File: src/rtl/irq_res_pkg.sv
package irq_res_pkg;

    localparam int PRIO_W  = 4;
    localparam int IDX_FLD = 16;
    localparam logic [31:0] NO_WINNER = 32'hFFFF_FFFF;

    typedef struct packed {
        logic               valid;
        logic [PRIO_W-1:0]  prio;
        logic [IDX_FLD-1:0] idx;
    } cand_t;

    typedef enum logic [1:0] {
        ST_IDLE = 2'd0,
        ST_SHOW = 2'd1,
        ST_HOLD = 2'd2
    } ctl_state_t;

    // higher-index operand wins ties on priority
    function automatic cand_t pick_by_prio(cand_t lo, cand_t hi);
        if (hi.valid && (!lo.valid || hi.prio >= lo.prio))
            return hi;
        return lo;
    endfunction

    // lower-index operand wins whenever valid
    function automatic cand_t pick_lowest(cand_t lo, cand_t hi);
        if (lo.valid)
            return lo;
        return hi;
    endfunction

    function automatic logic [31:0] norm_word(cand_t c);
        return {c.idx, {(16-PRIO_W){1'b0}}, c.prio};
    endfunction

    function automatic logic [31:0] fast_word(cand_t c);
        return {16'h0000, c.idx};
    endfunction

endpackage

File: src/rtl/irq_res_tree.sv
module irq_res_tree
    import irq_res_pkg::*;
#(
    parameter int NSRC    = 64,
    parameter bit FAST_CH = 1'b0
) (
    input  logic [NSRC-1:0]        pending,
    input  logic [NSRC-1:0]        enabled,
    input  logic [NSRC-1:0]        fast_sel,
    input  logic [NSRC*PRIO_W-1:0] prio_flat,
    output cand_t                  winner
);
    localparam int LV    = (NSRC > 1) ? $clog2(NSRC) : 1;
    localparam int NP    = 1 << LV;
    localparam int NNODE = 2 * NP - 1;

    cand_t node [NNODE];

    for (genvar i = 0; i < NP; i++) begin : g_leaf
        if (i < NSRC) begin : g_real
            logic chan_ok;
            assign chan_ok = FAST_CH ? fast_sel[i] : ~fast_sel[i];
            assign node[NP-1+i].valid = pending[i] & enabled[i] & chan_ok;
            assign node[NP-1+i].prio  = prio_flat[i*PRIO_W +: PRIO_W];
            assign node[NP-1+i].idx   = IDX_FLD'(i);
        end else begin : g_pad
            assign node[NP-1+i] = '0;
        end
    end

    for (genvar n = 0; n < NP - 1; n++) begin : g_node
        if (FAST_CH) begin : g_low
            assign node[n] = pick_lowest(node[2*n+1], node[2*n+2]);
        end else begin : g_pri
            assign node[n] = pick_by_prio(node[2*n+1], node[2*n+2]);
        end
    end

    assign winner = node[0];

endmodule

File: src/rtl/irq_res_ctrl.sv
module irq_res_ctrl
    import irq_res_pkg::*;
#(
    parameter int IDXW = 6
) (
    input  logic            clk,
    input  logic            rst,
    input  logic            rd_norm,
    input  logic            rd_fast,
    input  cand_t           norm_win,
    input  cand_t           fast_win,
    output logic            done,
    output logic [31:0]     result,
    output logic            clr_valid,
    output logic [IDXW-1:0] clr_idx
);
    ctl_state_t      state_q;
    logic [31:0]     word_q;
    logic            clr_q;
    logic [IDXW-1:0] idx_q;
    logic            any_rd;
    cand_t           sel;
    logic [31:0]     sel_word;

    assign any_rd = rd_norm | rd_fast;

    always_comb begin
        sel      = rd_norm ? norm_win : fast_win;
        sel_word = rd_norm ? norm_word(norm_win) : fast_word(fast_win);
        if (!sel.valid)
            sel_word = NO_WINNER;
    end

    always_ff @(posedge clk) begin
        if (rst) begin
            state_q <= ST_IDLE;
            word_q  <= NO_WINNER;
            clr_q   <= 1'b0;
            idx_q   <= '0;
        end else begin
            unique case (state_q)
                ST_IDLE: begin
                    clr_q <= 1'b0;
                    if (any_rd) begin
                        word_q  <= sel_word;
                        clr_q   <= sel.valid;
                        idx_q   <= IDXW'(sel.idx);
                        state_q <= ST_SHOW;
                    end
                end
                ST_SHOW: begin
                    clr_q   <= 1'b0;
                    state_q <= any_rd ? ST_HOLD : ST_IDLE;
                end
                ST_HOLD: begin
                    clr_q <= 1'b0;
                    if (!any_rd)
                        state_q <= ST_IDLE;
                end
                default: begin
                    clr_q   <= 1'b0;
                    state_q <= ST_IDLE;
                end
            endcase
        end
    end

    assign done      = (state_q == ST_SHOW);
    assign result    = word_q;
    assign clr_valid = clr_q;
    assign clr_idx   = idx_q;

endmodule

File: src/rtl/irq_ack_resolver.sv
module irq_ack_resolver
    import irq_res_pkg::*;
#(
    parameter int NSRC = 64,
    parameter int IDXW = (NSRC > 1) ? $clog2(NSRC) : 1
) (
    input  logic                   clk,
    input  logic                   rst,
    input  logic [NSRC-1:0]        pending,
    input  logic [NSRC-1:0]        enabled,
    input  logic [NSRC-1:0]        fast_sel,
    input  logic [NSRC*PRIO_W-1:0] prio_flat,
    input  logic                   rd_norm,
    input  logic                   rd_fast,
    output logic                   done,
    output logic [31:0]            result,
    output logic                   clr_valid,
    output logic [IDXW-1:0]        clr_idx
);
    cand_t norm_win;
    cand_t fast_win;

    irq_res_tree #(.NSRC(NSRC), .FAST_CH(1'b0)) u_norm_tree (
        .pending  (pending),
        .enabled  (enabled),
        .fast_sel (fast_sel),
        .prio_flat(prio_flat),
        .winner   (norm_win)
    );

    irq_res_tree #(.NSRC(NSRC), .FAST_CH(1'b1)) u_fast_tree (
        .pending  (pending),
        .enabled  (enabled),
        .fast_sel (fast_sel),
        .prio_flat(prio_flat),
        .winner   (fast_win)
    );

    irq_res_ctrl #(.IDXW(IDXW)) u_ctrl (
        .clk      (clk),
        .rst      (rst),
        .rd_norm  (rd_norm),
        .rd_fast  (rd_fast),
        .norm_win (norm_win),
        .fast_win (fast_win),
        .done     (done),
        .result   (result),
        .clr_valid(clr_valid),
        .clr_idx  (clr_idx)
    );

endmodule

File: config.mk
export PLATFORM = sky130hd
export DESIGN_NAME = irq_ack_resolver
export DESIGN_NICKNAME = d
export VERILOG_FILES = /design/src/rtl/irq_res_pkg.sv /design/src/rtl/irq_res_tree.sv /design/src/rtl/irq_res_ctrl.sv /design/src/rtl/irq_ack_resolver.sv
export SDC_FILE = /design/constraint.sdc
export NUM_CORES = 1
export LEC_CHECK = 0
export BUFFER_PORTS_ARGS = -buffer_cell sky130_fd_sc_hd__buf_2
export CORE_AREA = 4 4 187 189
export CTS_CLUSTER_DIAMETER = 80
export DETAILED_ROUTE_END_ITERATION = 12
export DIE_AREA = 0 0 191 193
export PLACE_DENSITY = 0.66
export SLEW_MARGIN = 20
export SYNTH_ARGS = -nofsm -noshare
export SYNTH_HDL_FRONTEND = slang
export SYNTH_SLANG_ARGS = --single-unit
File: constraint.sdc
create_clock -name clk -period 9.2 [get_ports clk]
set_clock_uncertainty 0.05 [all_clocks]
set_input_delay 0.46 -clock clk [delete_from_list [all_inputs] [get_ports clk]]
set_output_delay 0.46 -clock clk [all_outputs]
set_load 0.02 [all_outputs]
# Word level (Yosys, flattened, before mapping)
# Cells that the tools add are included.
# op_classes
addsub	0
multipliers	0
n_div	0
magnitude_cmp	63
eq_ne	4
shift	0
n_mux	385
bitwise	259
n_reduce_logical	193
# ops
operator	n
$mux W21	253
$ge A4 B4 Y1	63
$and A1 B1 Y1	192
$mux W1	126
$not A1 Y1	66
$mux W32	2
$logic_and A1 B1 Y1	63
$logic_not A1 Y1	63
$logic_or A1 B1 Y1	63
$mux W2	3
$pmux W2 S3	1
$reduce_and A2 Y1	2
$reduce_or A3 Y1	1
$eq A2 B1 Y1 const B	1
$eq A2 B2 Y1 const B	1
$logic_not A2 Y1	1
$ne A2 B1 Y1 const B	1
$ne A2 B2 Y1 const B	1
$or A1 B1 Y1	1
# totals
ff_bits	41
latchBits	0
ramBits	0
rom_bits	0
memories	0

# Logic depth before layout (Yosys ltp)
# depth
depth_word	34
mapped_depth	49
mapped_depth_nobuf	47

# Cells and area by module
# From an unflattened synthesis, not the netlist that was laid out.
# hier_totals
cells_unflattened	2556
area_unflattened_um2	17764.5
# modules_own_cells
module	n_inst	cells_per_inst	area_each_um2	seq_area_each_um2
irq_res_tree at u_norm_tree	1	1801	12473.2	0.0
irq_res_tree at u_fast_tree	1	568	3462.1	0.0
irq_res_ctrl	1	187	1829.3	820.8

# Worst setup path before layout
# OpenSTA, ideal clock, no wires.
# synth_path
path_kind	input port to flip-flop
startpoint	in prio_flat[68]
endpoint	reg u_ctrl.word_q[3], in the netlist u_ctrl.result[3]
setup_ns	0.059
arrival_ns	9.366
required_ns	9.091
path_slack_ns	-0.275
cell_stages	43
path_cell_list	inv_1 > ha_1 > or3b_2 > a211o_1 > and2_1 > mux2_2 > ha_1 > nand2b_1 > a211oi_1 > o21ai_0 > nand2_1 > mux2i_1 > inv_1 > ha_1 > o21ai_0 > a21oi_1 > o31ai_1 > o21ai_0 > [7 not listed] > ha_1 > nand2b_1 > a21o_1 > a21o_1 > a211oi_1 > or2_0 > buf_2 > mux2i_1 > ha_1 > nand2b_1 > a21o_1 > a21o_1 > a221oi_2 > nor2_4 > nor2b_1 > nand2_1 > o22ai_1 > o32a_1
# synth_via
elab_chain_len	32
elab_cells_between_ends	39
# synth_lines
element	line_no	rtl
from (decl)	irq_ack_resolver.sv:12	input logic [NSRC*PRIO_W-1:0] prio_flat,
$ge A4 B4 Y1	irq_res_pkg.sv:21	if (hi.valid && (!lo.valid || hi.prio >= lo.prio))
$logic_or A1 B1 Y1	irq_res_pkg.sv:21	
$logic_and A1 B1 Y1	irq_res_pkg.sv:21	
$mux W1	irq_res_pkg.sv:21	
$mux W21 (*)	irq_res_pkg.sv:23	return lo;
$ge A4 B4 Y1 / $logic_not A1 Y1 (equally long branches)	irq_res_pkg.sv:21	
$logic_or A1 B1 Y1	irq_res_pkg.sv:21	
$logic_and A1 B1 Y1	irq_res_pkg.sv:21	
[16 not listed]	n/a	
$mux W21 (*)	irq_res_pkg.sv:23	
$ge A4 B4 Y1 / $logic_not A1 Y1 (equally long branches)	irq_res_pkg.sv:21	
$logic_or A1 B1 Y1	irq_res_pkg.sv:21	
$logic_and A1 B1 Y1	irq_res_pkg.sv:21	
$mux W1	irq_res_pkg.sv:21	
$mux W21 (*)	irq_res_pkg.sv:23	
$mux W32 / $mux W21 (equally long branches)	irq_res_ctrl.sv:29, irq_res_ctrl.sv:28	
$mux W32 (*)	irq_res_ctrl.sv:30	if (!sel.valid)
to (signal assigned)	irq_res_ctrl.sv:45	word_q <= sel_word;
to (decl)	irq_res_ctrl.sv:18	logic [31:0] word_q;
# Every way passes the cells marked *; elsewhere a longest branch is shown, timed or not. The select of a mux whose other input is x is not followed.
# A chain may end at the register's enable or synchronous reset.

# Final worst setup path
# layout_path
startpoint	in prio_flat[100]
endpoint	reg u_ctrl.idx_q[3], in the netlist u_ctrl.clr_idx[3]
# layout_via
elab_chain_len	31
elab_cells_between_ends	37
# layout_lines
element	line_no	rtl
$ge A4 B4 Y1	irq_res_pkg.sv:21	
$logic_or A1 B1 Y1	irq_res_pkg.sv:21	
$logic_and A1 B1 Y1	irq_res_pkg.sv:21	
$mux W1	irq_res_pkg.sv:21	
$mux W21 (*)	irq_res_pkg.sv:23	
$ge A4 B4 Y1 / $logic_not A1 Y1 (equally long branches)	irq_res_pkg.sv:21	
$logic_or A1 B1 Y1	irq_res_pkg.sv:21	
$logic_and A1 B1 Y1	irq_res_pkg.sv:21	
[15 not listed]	n/a	
$mux W1	irq_res_pkg.sv:21	
$mux W21 (*)	irq_res_pkg.sv:23	
$ge A4 B4 Y1 / $logic_not A1 Y1 (equally long branches)	irq_res_pkg.sv:21	
$logic_or A1 B1 Y1	irq_res_pkg.sv:21	
$logic_and A1 B1 Y1	irq_res_pkg.sv:21	
$mux W1	irq_res_pkg.sv:21	
$mux W21 (*)	irq_res_pkg.sv:23	
$mux W21 (*)	irq_res_ctrl.sv:28	sel = rd_norm ? norm_win : fast_win;
to (signal assigned)	irq_res_ctrl.sv:47	idx_q <= IDXW'(sel.idx);
to (decl)	irq_res_ctrl.sv:20	logic [IDXW-1:0] idx_q;
# Marks and branches as above.

==> metrics.yaml <==
comb_power_share: 0.871
dp.cells: 2646
synth.cells.most_frequent: "ha_1, inv_1, mux2i_1, a21oi_1, nor2_1"
worst-r2r-setup-slack_ps: 6900
die_area_sq_um: 36860
finalNetCount: 2973
max_slew_margin: 0.3317
compound_gate_portion_of_the_synthesized_area: 0.2406
firstDrtPassIters: 5
switching_share_of_power: 0.4985
status: "complete, no violations"
clk_path_buf_depth: 2
area_growth_pct: 40.85
detail_route.vias_per_cell: 5.458
clock_power_share: 0.059
clkTransAtPathRegs_ps: 70
synth_cell_type_count: 80
fin_hold_ws_ps: 427.4
rr_startpoint: "u_ctrl.state_q[1]"
worst_ir_drop_vdd_mv: 0.1532
grt.total_usage: 0.2399
gp_congestion: 0.9376
cts_hold_repair.buffers: 0
power_report.internal_total_w: 0.001062
final_layout_size_suffix_gt1_frac: 0.4056
start_kind: "input port"
drt-initial-drc-count: 750
ys_dominant_reg_cell: "dfxtp_1"
grt_first_pass_wirelength_um: 72630
power_density_cells_nw_per_um2: 121.4
proportion_of_synthesized_chip_area_in_sequential_cells: 0.03557
critical_path_data_arrival_time_ps: 9050
async_flop_share: 0
postSynthCellCount: 1658
simple_gate_fraction_of_synth_area: 0.2203
max-cap-violations: 0
routed_wirelength_um: 49400
seqPwrFrac: 0.070
clock_network_latency_to_the_later_pin_of_the_worst_skew_pair_ps: 250
r2r.worst_path.cells: 6
drt.antenna.violating_nets: 0
worst_pin_slew_ps: 993.3
cts_tree: "yes"
dpl_cell_area_sq_um: 15840
clock_tree.root_cell: "clkbuf_16"
total_core_area_sq_um: 33280
cts_htree_levels: 1
synth_area_leader_cell: "ha_1"
synth-edff-count: 0
synthMostInstantiatedCell: "ha_1"
drv_slew: 0
max_freq_ghz: 0.1120
pin_count_of_the_biggest_net_entering_global_routing: 22
critical-path-top-cell-by-count: "ha_1"
syn_nets: 2362
fin_util: 0.5240
finalCriticalPeriod_ps: 8926
synth.top_cell.area_share: 0.2547
critical-path-max-stage-delay_ps: 480
setup.worst_path.end_class: "flip-flop"
drcViolationCount: 0
largest_family_of_logic_cells_by_synthesized_area: "adder cells"
vias: 14840
syn_avg_cell_area_sq_um: 7.467
finalSetupViolations: 0
antenna_found_initial: 5
cts-buffers-inserted: 3
power_leakage_nw: 9.321
crit_type: "input port to flip-flop"
postLayoutCellArea_sq_um: 17440
num_io_pins: 492
total_of_warnings_raised_by_yosys: 0
worst-path-max-fanout: 5
synth_adder_area_share: 0.2547
net_load_switching_power_w: 0.001056
routedWlPerCell_um: 18.17
critical_path.reg2reg.endpoint: "u_ctrl.result[0]"
setup.worst_path.end: "u_ctrl.clr_idx[3]"
crit_slowest_cell: "or3b_2"
final-instance-count-excl-fill: 2719
postSynthRegisterBits: 22
hold_path.class: "flip-flop to flip-flop"
floorplan.initialDensity: 0.3720
synth_xor_xnor_area_share: 0.0007074
hold_viol_final: 0
cp.required_ps: 9330
grt_overflow: 0
grt_pass1_vias: 14450
port-buffer-count: 491
crit_start: "prio_flat[100]"
totalNegativeSetupSlack_ps: 0
cts_sinks: 22
die_w_um: 191
post_synth_main_area_contributors: "ha_1, mux2i_1, inv_1"
num_rows: 67
chipHeight_um: 193
synthMuxAreaShare: 0.1618
hpwlAfterDp_um: 43200
fin_crit_sh: 0.9702
area_of_the_mapped_netlist_sq_um: 12380
[power by group through the flow]
stage | sequential (W) | clock (W) | combinational (W)
after floorplan | 0.000187 | 0 | 0.000890
final | 0.000148 | 0.000124 | 0.00185
after detailed placement | 0.000150 | 0 | 0.00150
after global placement | 0.000148 | 0 | 0.00148
after CTS | 0.000148 | 0.000126 | 0.00155
after global routing | 0.000152 | 0.000129 | 0.00202
[layer usage]
metal  track usage  part of all wire  vias to the layer above
met1        0.2796              0.40                     6881
met5             0           0.00043                        -
met4       0.06796             0.029                        4
met3       0.03475             0.061                       79
met2        0.4558              0.51                      497
li1              -                 -                     7378
[worst min-delay path by stage]
| stage | startpoint | end | slack, ps | cells past startpoint |
|---|---|---|---|---|
| final | u_ctrl.result[0] | u_ctrl.result[0] | 430 | 1 |
| after global routing | u_ctrl.result[1] | u_ctrl.result[1] | 450 | 1 |
| after CTS | u_ctrl.result[0] | u_ctrl.result[0] | 430 | 1 |
| after detailed placement | u_ctrl.result[0] | u_ctrl.result[0] | 410 | 1 |
| after global placement | u_ctrl.result[0] | u_ctrl.result[0] | 400 | 1 |
| after floorplan | u_ctrl.state_q[0] | u_ctrl.state_q[1] | 470 | 2 |
[logic make-up after synthesis]
| kind of cell | Yosys count |
|---|---|
| simple gates | 491 |
| compound gates | 437 |
| buf+inv | 264 |
| fa+ha+maj | 252 |
| mux | 191 |
| xor+xnor | 1 |
| flops | 22 |
[cell usage in the layout, fill, tap and decap left out, types with 10 or more instances in the layout]
| cell type | count |
|---|---|
| a21o_1 | 16 |
| mux2_4 | 11 |
| a211oi_2 | 13 |
| nand2_2 | 12 |
| nand3_1 | 75 |
| nand2_1 | 78 |
| dfxtp_1 | 22 |
| a211oi_1 | 12 |
| ha_1 | 246 |
| buf_4 | 142 |
| o211ai_1 | 55 |
| buf_2 | 492 |
| nand3b_1 | 44 |
| o21ai_2 | 11 |
| nand4_1 | 20 |
| inv_1 | 228 |
| o21ai_1 | 27 |
| mux2i_2 | 39 |
| mux2i_4 | 18 |
| mux2_2 | 62 |
| a21oi_2 | 12 |
| o21ai_0 | 46 |
| a21oi_1 | 95 |
| and3b_1 | 21 |
| nand2b_1 | 43 |
| mux2i_1 | 61 |
| o21bai_2 | 10 |
| a211o_1 | 21 |
| nor2_1 | 92 |
[timing repair]
item                                    CTS  global route
buffers inserted                          0            65
gates cloned                              0             1
resized for setup                         9           234
endpoints found under the setup margin   13            16
pin swaps                                 1            76
[cell type report]
type                    count  area, sq um
fillers                  3244        15840
multi-input cells        1372        11850
repair buffers            641         3616
inverters                 229        859.6
well taps                 448        560.5
flip-flops and latches     22        440.4
clock buffers               3        75.07
clock inverters             1        30.03
diodes                      3        7.507
[worst max-delay path: cells and delay by family]
family                   cells  cell delay (ps)
AND/OR/NAND/NOR             10             1880
AO/OA/AOI/OAI               18             3400
buffers and inverters        5              520
adder cells (fa/ha/maj)      6             1620
multiplexers                 4             1170
[registers in the layout (all words and copies together) (netlist names)]
| signal | cells |
|---|---|
| u_ctrl.clr_idx | 6 |
| u_ctrl.clr_valid | 1 |
| u_ctrl.result | 13 |
| u_ctrl.state_q | 2 |
[through the flow]
step / total power [W] / setup slack [ps]
floorplan: 0.001077 / 3.451
global placement: 0.001626 / -158.9
detailed placement: 0.001655 / -440.1
CTS: 0.001820 / 32.25
global route: 0.002301 / -102.2
finish: 0.002118 / 274.4
(Power assumes the default switching activity.)
